[src/rtl/lazycc_pkg.sv]
package lazycc_pkg;
  localparam int XLEN = 64;
  localparam int NLEN = 32;

  typedef enum logic [3:0] {
    K_FLAGS = 4'd0,
    K_LOGIC = 4'd1,
    K_DIV   = 4'd2,
    K_ADD   = 4'd3,
    K_ADDC  = 4'd4,
    K_TADD  = 4'd5,
    K_TADDT = 4'd6,
    K_SUB   = 4'd7,
    K_SUBB  = 4'd8,
    K_TSUB  = 4'd9,
    K_TSUBT = 4'd10
  } kind_e;

  typedef struct packed {
    logic n;
    logic z;
    logic v;
    logic c;
  } nzvc_t;
endpackage

[src/rtl/lazycc_terms.sv]
module lazycc_terms #(
  parameter int W = 32
) (
  input  logic [W-1:0] s1,
  input  logic [W-1:0] s2,
  input  logic [W-1:0] res,
  output logic         neg,
  output logic         zero,
  output logic         c_add,
  output logic         c_addc,
  output logic         v_add,
  output logic         c_sub,
  output logic         c_subb,
  output logic         v_sub
);
  localparam int MSB = W - 1;

  logic [W-1:0] addc_vec, subb_vec, vadd_vec, vsub_vec;

  always_comb begin
    addc_vec = (s1 & s2) | (~res & (s1 | s2));
    subb_vec = (~s1 & s2) | (res & (~s1 | s2));
    vadd_vec = ~(s1 ^ s2) & (s1 ^ res);
    vsub_vec = (s1 ^ s2) & (s1 ^ res);
  end

  assign zero   = (res == '0);
  assign neg    = res[MSB];
  assign c_add  = (res < s1);
  assign c_addc = addc_vec[MSB];
  assign v_add  = vadd_vec[MSB];
  assign c_sub  = (s1 < s2);
  assign c_subb = subb_vec[MSB];
  assign v_sub  = vsub_vec[MSB];
endmodule

[src/rtl/lazycc_flag_calc.sv]
module lazycc_flag_calc
  import lazycc_pkg::*;
#(
  parameter int W   = 32,
  parameter bit EXT = 1'b0
) (
  input  logic [3:0]      kind,
  input  logic [XLEN-1:0] s1,
  input  logic [XLEN-1:0] s2,
  input  logic [XLEN-1:0] res,
  input  nzvc_t           stored,
  output nzvc_t           flags
);
  logic neg, zero, c_add, c_addc, v_add, c_sub, c_subb, v_sub;
  logic tag_bad, div_ovf;
  logic [3:0] eff_kind;

  lazycc_terms #(.W(W)) u_terms (
    .s1(s1[W-1:0]), .s2(s2[W-1:0]), .res(res[W-1:0]),
    .neg(neg), .zero(zero), .c_add(c_add), .c_addc(c_addc), .v_add(v_add),
    .c_sub(c_sub), .c_subb(c_subb), .v_sub(v_sub)
  );

  assign tag_bad = |(s1[1:0] | s2[1:0]);
  assign div_ovf = |s2;

  // The extended set folds tagged and divide kinds onto simpler rules.
  generate
    if (EXT) begin : g_ext_map
      always_comb begin
        case (kind)
          K_TADD, K_TADDT: eff_kind = K_ADD;
          K_TSUB, K_TSUBT: eff_kind = K_SUB;
          K_DIV:           eff_kind = K_LOGIC;
          default:         eff_kind = kind;
        endcase
      end
    end else begin : g_nar_map
      assign eff_kind = kind;
    end
  endgenerate

  always_comb begin
    flags   = '0;
    flags.n = neg & ~zero;
    flags.z = zero;
    case (eff_kind)
      K_LOGIC: ;
      K_DIV:   flags.v = div_ovf;
      K_ADD:   begin flags.c = c_add;  flags.v = v_add; end
      K_ADDC:  begin flags.c = c_addc; flags.v = v_add; end
      K_TADD:  begin flags.c = c_add;  flags.v = v_add | tag_bad; end
      K_TADDT: flags.c = c_add;
      K_SUB:   begin flags.c = c_sub;  flags.v = v_sub; end
      K_SUBB:  begin flags.c = c_subb; flags.v = v_sub; end
      K_TSUB:  begin flags.c = c_sub;  flags.v = v_sub | tag_bad; end
      K_TSUBT: flags.c = c_sub;
      default: flags = stored;
    endcase
  end
endmodule

[src/rtl/lazycc_state.sv]
module lazycc_state
  import lazycc_pkg::*;
(
  input  logic            clk,
  input  logic            rst_n,
  input  logic            rec,
  input  logic [3:0]      rec_kind,
  input  logic [XLEN-1:0] rec_s1,
  input  logic [XLEN-1:0] rec_s2,
  input  logic [XLEN-1:0] rec_res,
  input  logic            commit,
  input  nzvc_t           icc_new,
  input  nzvc_t           xcc_new,
  output logic [3:0]      kind_q,
  output logic [XLEN-1:0] s1_q,
  output logic [XLEN-1:0] s2_q,
  output logic [XLEN-1:0] res_q,
  output nzvc_t           icc_st_q,
  output nzvc_t           xcc_st_q
);
  always_ff @(posedge clk) begin
    if (!rst_n) begin
      kind_q   <= K_FLAGS;
      s1_q     <= '0;
      s2_q     <= '0;
      res_q    <= '0;
      icc_st_q <= '0;
      xcc_st_q <= '0;
    end else begin
      if (commit) begin
        icc_st_q <= icc_new;
        xcc_st_q <= xcc_new;
      end
      // A capture replaces the pending state after the commit has been folded.
      if (rec) begin
        kind_q <= rec_kind;
        s1_q   <= rec_s1;
        s2_q   <= rec_s2;
        res_q  <= rec_res;
      end else if (commit) begin
        kind_q <= K_FLAGS;
      end
    end
  end
endmodule

[src/rtl/lazy_cc_unit.sv]
module lazy_cc_unit
  import lazycc_pkg::*;
(
  input  logic            clk,
  input  logic            rst_n,
  input  logic            op_rec,
  input  logic [3:0]      op_kind,
  input  logic [XLEN-1:0] op_src1,
  input  logic [XLEN-1:0] op_src2,
  input  logic [XLEN-1:0] op_res,
  input  logic            cc_commit,
  input  logic            cc_carry_req,
  output logic [3:0]      icc_nzvc,
  output logic [3:0]      xcc_nzvc,
  output logic            carry_bit
);
  logic [3:0]      kind_q;
  logic [XLEN-1:0] s1_q, s2_q, res_q;
  nzvc_t           icc_st_q, xcc_st_q, icc_now, xcc_now;

  lazycc_state u_state (
    .clk(clk), .rst_n(rst_n),
    .rec(op_rec), .rec_kind(op_kind), .rec_s1(op_src1), .rec_s2(op_src2),
    .rec_res(op_res), .commit(cc_commit),
    .icc_new(icc_now), .xcc_new(xcc_now),
    .kind_q(kind_q), .s1_q(s1_q), .s2_q(s2_q), .res_q(res_q),
    .icc_st_q(icc_st_q), .xcc_st_q(xcc_st_q)
  );

  lazycc_flag_calc #(.W(NLEN), .EXT(1'b0)) u_icc (
    .kind(kind_q), .s1(s1_q), .s2(s2_q), .res(res_q),
    .stored(icc_st_q), .flags(icc_now)
  );

  lazycc_flag_calc #(.W(XLEN), .EXT(1'b1)) u_xcc (
    .kind(kind_q), .s1(s1_q), .s2(s2_q), .res(res_q),
    .stored(xcc_st_q), .flags(xcc_now)
  );

  assign icc_nzvc  = icc_now;
  assign xcc_nzvc  = xcc_now;
  assign carry_bit = cc_carry_req & icc_now.c;
endmodule

[config.mk]
export PLATFORM = sky130hd
export DESIGN_NAME = lazy_cc_unit
export DESIGN_NICKNAME = d
export VERILOG_FILES = /design/src/rtl/lazycc_pkg.sv /design/src/rtl/lazycc_terms.sv /design/src/rtl/lazycc_flag_calc.sv /design/src/rtl/lazycc_state.sv /design/src/rtl/lazy_cc_unit.sv
export SDC_FILE = /design/constraint.sdc
export NUM_CORES = 1
export LEC_CHECK = 0
export CORE_UTILIZATION = 25
export DETAILED_ROUTE_END_ITERATION = 8
export DONT_BUFFER_PORTS = 1
export HOLD_SLACK_MARGIN = 0.1
export PLACE_DENSITY = 0.38
export SLEW_MARGIN = 25
export SYNTH_ARGS = -nofsm -noshare
export SYNTH_HDL_FRONTEND = slang
export SYNTH_SLANG_ARGS = --single-unit
[constraint.sdc]
create_clock -name clk -period 3.5 [get_ports clk]
set_clock_uncertainty 0.05 [all_clocks]
set_input_delay 0.7 -clock clk [delete_from_list [all_inputs] [get_ports clk]]
set_output_delay 0.7 -clock clk [all_outputs]
set_load 0.02 [all_outputs]
# Word-level counts from Yosys, hierarchy flattened
# Cells that the tools add are included.
# Widths: inputs -> output; s select.
[classes] n_bitwise=40 n_mul=0 div_mod_pow=0 eq_ne=20 muxes=9 n_lt_le_gt_ge=4 n_reduce_logical=21 addsub=0 shifts=0
[op_table] op="$and 64x64->64" n=6
[op_table] op="$or 64x64->64" n=4
[op_table] op="$and 32x32->32" n=6
[op_table] op="$not 64->64" n=3
[op_table] op="$lt 64x64->1" n=2
[op_table] op="$or 32x32->32" n=4
[op_table] op="$xor 64x64->64" n=2
[op_table] op="$not 32->32" n=3
[op_table] op="$logic_not 64->1" n=1
[op_table] op="$lt 32x32->1" n=2
[op_table] op="$reduce_or 64->1" n=1
[op_table] op="$xor 32x32->32" n=2
[op_table] op="$eq 4x3->1 const B" n=8
[op_table] op="$logic_not 32->1" n=1
[op_table] op="$eq 4x4->1 const B" n=6
[op_table] op="$reduce_or 10->1" n=2
[op_table] op="$reduce_or 2->1" n=9
[op_table] op="$reduce_or 3->1" n=6
[op_table] op="$eq 4x2->1 const B" n=4
[op_table] op="$pmux 1 s6" n=2
[op_table] op="$pmux 4 s3" n=1
[op_table] op="$pmux 1 s5" n=2
[op_table] op="$eq 4x1->1 const B" n=2
[op_table] op="$mux 4" n=2
[op_table] op="6 further kinds" n=13
[word_totals] ramBits=0 in_bits=201 latchBits=0 memories=0 elab_cells=106 reg_bits=204 out_inout_bits=9 romBits=0

# Logic depth before layout (Yosys ltp)
[logic_depth] depth_word=6 ltp_mapped=9 mapped_depth_nobuf=9

# Modules after synthesis
# Synthesis repeated with hierarchy kept, for this count alone.
[hier_totals] cells_unflattened=1461 hier_area_um2=13360.3
[by_module_without_submodules] module="lazycc_state" area_each_um2=7707.4 seq_area_each_um2=4083.9 cells_per_inst=663 instances=1
[by_module_without_submodules] module="lazycc_terms (u_xcc.u_terms)" area_each_um2=3378.2 seq_area_each_um2=0.0 cells_per_inst=476 instances=1
[by_module_without_submodules] module="lazycc_terms (u_icc.u_terms)" area_each_um2=1685.4 seq_area_each_um2=0.0 cells_per_inst=231 instances=1
[by_module_without_submodules] module="lazycc_flag_calc (u_icc)" area_each_um2=372.9 seq_area_each_um2=0.0 cells_per_inst=61 instances=1
[by_module_without_submodules] module="lazycc_flag_calc (u_xcc)" area_each_um2=210.2 seq_area_each_um2=0.0 cells_per_inst=29 instances=1
[by_module_without_submodules] module="lazy_cc_unit" area_each_um2=6.3 seq_area_each_um2=0.0 cells_per_inst=1 instances=1

# Worst setup path before layout
# OpenSTA, ideal clock, no wires.
[synth_path] path_kind="register -> output" from="register u_state.s2_q[25]" to="output xcc_nzvc[0]" stages_incl_launch_ff=10 required_time_ns=2.750 n_path_buf=0 setup_slack_ns=0.097 arrival_time_ns=2.653 path_cell_list="dfxtp_1 > inv_1 > ha_1 > a21o_1 > a221o_1 > a211o_1 > a2111o_1 > a2111oi_2 > nand2_1 > a31oi_1"
[synth_between] elab_chain_cells=2
[synth_lines] element="start, declared" line_no="lazycc_state.sv:16" text="output logic [XLEN-1:0] s2_q,"
[synth_lines] element="start signal, assigned" line_no="lazycc_state.sv:38" text="s2_q <= rec_s2;"
[synth_lines] element="$lt 64x64->1" line_no="lazycc_terms.sv:32" text="assign c_sub = (s1 < s2);"
[synth_lines] element="$pmux 1 s5" line_no="lazycc_flag_calc.sv:47" text="case (eff_kind)"
[synth_lines] element="end, declared" line_no="lazy_cc_unit.sv:14" text="output logic [3:0] xcc_nzvc,"
# No other way between the ends.

# Worst setup path in the final report
[layout_path] from="register u_state.s1_q[25]" to="output xcc_nzvc[0]"
[layout_between] elab_chain_cells=2 elab_cells_between_ends=3 classes_between="order compare (2); mux (1)"
[layout_lines] element="start, declared" line_no="lazycc_state.sv:15" text="output logic [XLEN-1:0] s1_q,"
[layout_lines] element="start signal, assigned" line_no="lazycc_state.sv:37" text="s1_q <= rec_s1;"
[layout_lines] element="$lt 64x64->1, on equally long branches" line_no="lazycc_terms.sv:32, lazycc_terms.sv:29"
[layout_lines] element="$pmux 1 s5 *" line_no="lazycc_flag_calc.sv:47"
# Every way passes the cells marked *; elsewhere a longest branch is shown, timed or not.

==> flow_summary_export.csv <==
group,metric,value,unit
placed_design,post-dp-hpwl,25.3,mm
pwr,power_frac_comb,14.2,%
yosys,yosys_warnings,0,
pwr,intPower,4.89,mW
cts,ctsHoldBuffers,0,
pwr,p_per_area,502,nW/um2
cts,cts_made_buffers,28,
pwr,p_leak,5.88,nW
yosys,ys.flop_type,"dfxtp_1",
yosys,synth-seq-cells,204,
setup_path,r2r_end,"u_state.xcc_st_q[0]$_SDFFE_PN0P_",
yosys,synth.yosys.seq_area_share,37.3,%
die,initial_utilization,25.4,%
routing,routedWlPerCell,18.2,um
grt,grt_max_degree,199,
placed_design,dp_cells,1801,
placed_design,port_buffers,0,
die,die_area,44700,um2
setup_path,cpLargestDelayFamily,"compound AO/OA/AOI/OAI gates",
flow_run,drv_cap,0,
timing,max-slew-margin-rel,50.0,%
grt,grt_usage,14.9,%
grt,grt_antenna_before_repair,0,
grt,grt_pass1_vias,8273,
die,die_w,211,um
setup_path,criticalPathCategory,"reg2out",
outcome,violations,"setup timing",
setup_path,worstPathArrival,3.10,ns
routing,ant_nets,0,
yosys,synth_area_leaders,"dfxtp_1, mux2i_1, ha_1",
setup_path,max_stage_delay,0.41,ns
yosys,synth_edf_count,0,
yosys,netlist.area_leader.share,37.3,%
hold_path,holdPathEnd,"u_state.icc_st_q[0]$_SDFFE_PN0P_",
cts,cts-root-buf,"clkbuf_16",
timing,timing.hold.ws,0.176,ns
routing,vias,8373,
yosys,yosysTopAreaCell,"dfxtp_1",
hold_path,hp-class,"in2reg",
die,core.rowCount,76,
setup_path,crit_chain,"ha_4, a21o_1, a221o_1, a211o_1, a2111o_1, a2111oi_4, nand2_2, a31oi_4, buf_6",
setup_path,cp_slowest_cell,"a2111o_1",
routing,drt_iter0_drc,371,
cells_and_area,fin_util,30.9,%
setup_path,critPathMaxFanout,2,
grt,grt_pass1_wl,50.6,mm
pwr,clockPowerShare,47.0,%
setup_path,rrSetupSlack,0.74,ns
pwr,switching_power,1.81,mW
cts,path_clk_slew,0.06,ns
setup_path,reg2regPathDepth,10,
cts,cts.sinks,204,
setup_path,cp.required,2.75,ns
setup_path,r2r_start,"u_state.s1_q[25]$_SDFFE_PN0P_",
yosys,syn_area_per_cell,8.96,um2
timing,setup_slack,-0.345,ns
routing,drc,0,
outcome,status,"complete, but fails checks",
yosys,synthArstFlopShare,0,%
timing,slew_viol_final,0,
placed_design,gp_congestion,0.776,
setup_path,end_kind,"output port",
setup_path,cp-start-kind,"flip-flop",
pwr,finalPower,6.69,mW
timing,finalCritPeriodShare,110,%
die,fp.dieH,211,um
hold_path,hold_path_startpoint,"cc_commit",
yosys,syn_area,11000,um2
grt,overflow,0,
yosys,synth_nets,1557,
cells_and_area,drive_above_1_share,14.2,%
cells_and_area,area_delta_synth_final,21.7,%
yosys,ys_top_cells_by_count,"nor2_1, dfxtp_1, mux2i_1",
setup_path,crit_start,"u_state.s1_q[25]$_SDFFE_PN0P_",
routing,dr.pass1.iters,4,
timing,worstMarginPinSlew,0.751,ns
routing,viasPerCell,4.48,
die,core_area,43200,um2
timing,period_needed,3.85,ns
timing,hold_violations,0,
setup_path,crit_buf_inv,1,
yosys,synth.most_common_cell,"nor2_1",
die,ios,210,
hold_path,min_path_cells,1,
routing,wl,34.1,mm
cts,h-tree-depth,1,
yosys,yosysUniqueCellTypes,52,
pwr,irDropWorstVdd,0.000352,V
timing,setup_violations,3,
cts,cts_max_path_buffers,3,
pwr,power_frac_seq,38.8,%
cells_and_area,fin_nets,1595,
cts,cts_tree,"yes",
yosys,syn_inst,1223,
timing,max_freq,0.260,GHz
cts,clk_latency,0.57,ns
timing,rsz0062_at_grt,"true",
pwr,swShare,27.0,%
cells_and_area,final_cells,1868,
registers in the layout, summed over array words and instances (netlist names):
name	count
u_state.kind_q	4
u_state.icc_st_q	4
u_state.res_q	64
u_state.s2_q	64
u_state.xcc_st_q	4
u_state.s1_q	64
worst max-delay path by stage:
stage                              to  slack (ns)  cells past startpoint
final                     xcc_nzvc[0]       -0.35                      9
after global routing      xcc_nzvc[0]       -0.48                     12
after CTS                 xcc_nzvc[0]       -0.47                     10
after detailed placement    carry_bit       -0.04                     12
after global placement    xcc_nzvc[0]       -0.16                     10
after floorplan           xcc_nzvc[0]         0.1                      9
per-layer routing:
metal / track usage [%] / vias up / part of all wire, %
met5: 0 / - / 0
met4: 3.50 / 0 / 1.8
met3: 4.48 / 36 / 6.5
met2: 23.8 / 153 / 45
met1: 19.7 / 3871 / 46
li1: - / 4313 / -
cells in the final DEF (no fill, tap or decap), types with 4 or more instances in the layout:
cell type	count
clkbuf_8	4
a21o_1	11
inv_2	9
nor2_1	228
clkinvlp_4	6
dfxtp_2	20
o21ai_0	16
a21oi_1	53
ha_1	121
bufinv_16	5
buf_4	52
a31oi_1	5
nor4_1	31
nand4_1	22
nor3b_1	5
nand3_1	13
nand3b_1	4
nand2_1	35
ha_4	11
inv_1	125
and4_1	5
dfxtp_1	182
nand2b_1	5
clkbuf_16	29
clkinv_2	6
mux2i_1	197
cell families (layout without fill, tap and decap cells):
family / after synthesis / count (layout) / share of synthesized area (%)
AO/OA/AOI/OAI: 124 / 124 / 7.24
buffers and inverters: 183 / 242 / 6.28
XOR/XNOR: 3 / 3 / 0.240
AND/OR/NAND/NOR: 376 / 376 / 15.5
adder cells (fa/ha/maj): 133 / 133 / 15.2
flip-flops: 204 / 204 / 37.3
other: 0 / 1 / 0
multiplexers: 200 / 200 / 18.3
power groups by stage:
stage | Clock (mW) | Sequential [mW] | Combinational, mW
detailed placement | 0 | 2.64 | 0.870
CTS | 3.25 | 2.60 | 0.931
floorplan | 0 | 2.59 | 0.681
global route | 3.34 | 2.62 | 1.09
finish | 3.14 | 2.60 | 0.951
global placement | 0 | 2.64 | 0.863
area by class of cell:
| type | count | area (um2) |
|---|---|---|
| Antenna cell | 1 | 2.50 |
| Clock buffer | 33 | 781 |
| Clock inverter | 18 | 234 |
| Fill cell | 4647 | 29800 |
| Inverter | 135 | 512 |
| Multi-Input combinational cell | 836 | 6510 |
| Sequential cell | 204 | 4120 |
| Tap cell | 585 | 732 |
| Timing Repair Buffer | 56 | 444 |
timing repair:
item                       4_1_cts  5_1_grt
gates resized for setup         56       29
cloned                           0        0
pin swaps                       24       17
setup endpoints to repair        5        4
setup buffers                    9        6
through the flow:
stage,setup WS (ns),instance area [um2],TNS (ns)
2_1_floorplan,0.0973,11000,0
3_3_place_gp,-0.163,11800,-0.282
3_5_place_dp,-0.0399,11800,-0.0670
4_1_cts,-0.467,13200,-1.15
5_1_grt,-0.482,13300,-1.22
6_report,-0.345,13300,-0.871
worst register-to-register path, stage by stage, from the launching register on:
cell	delay (ns)
dfxtp_1	0.38
ha_4	0.22
a21o_1	0.15
a221o_1	0.32
a211o_1	0.30
a2111o_1	0.42
a2111oi_4	0.32
nand2_2	0.12
buf_4	0.15
buf_4	0.12
a41oi_2	0.15
No activity file was read; power rests on OpenSTA's default activity.
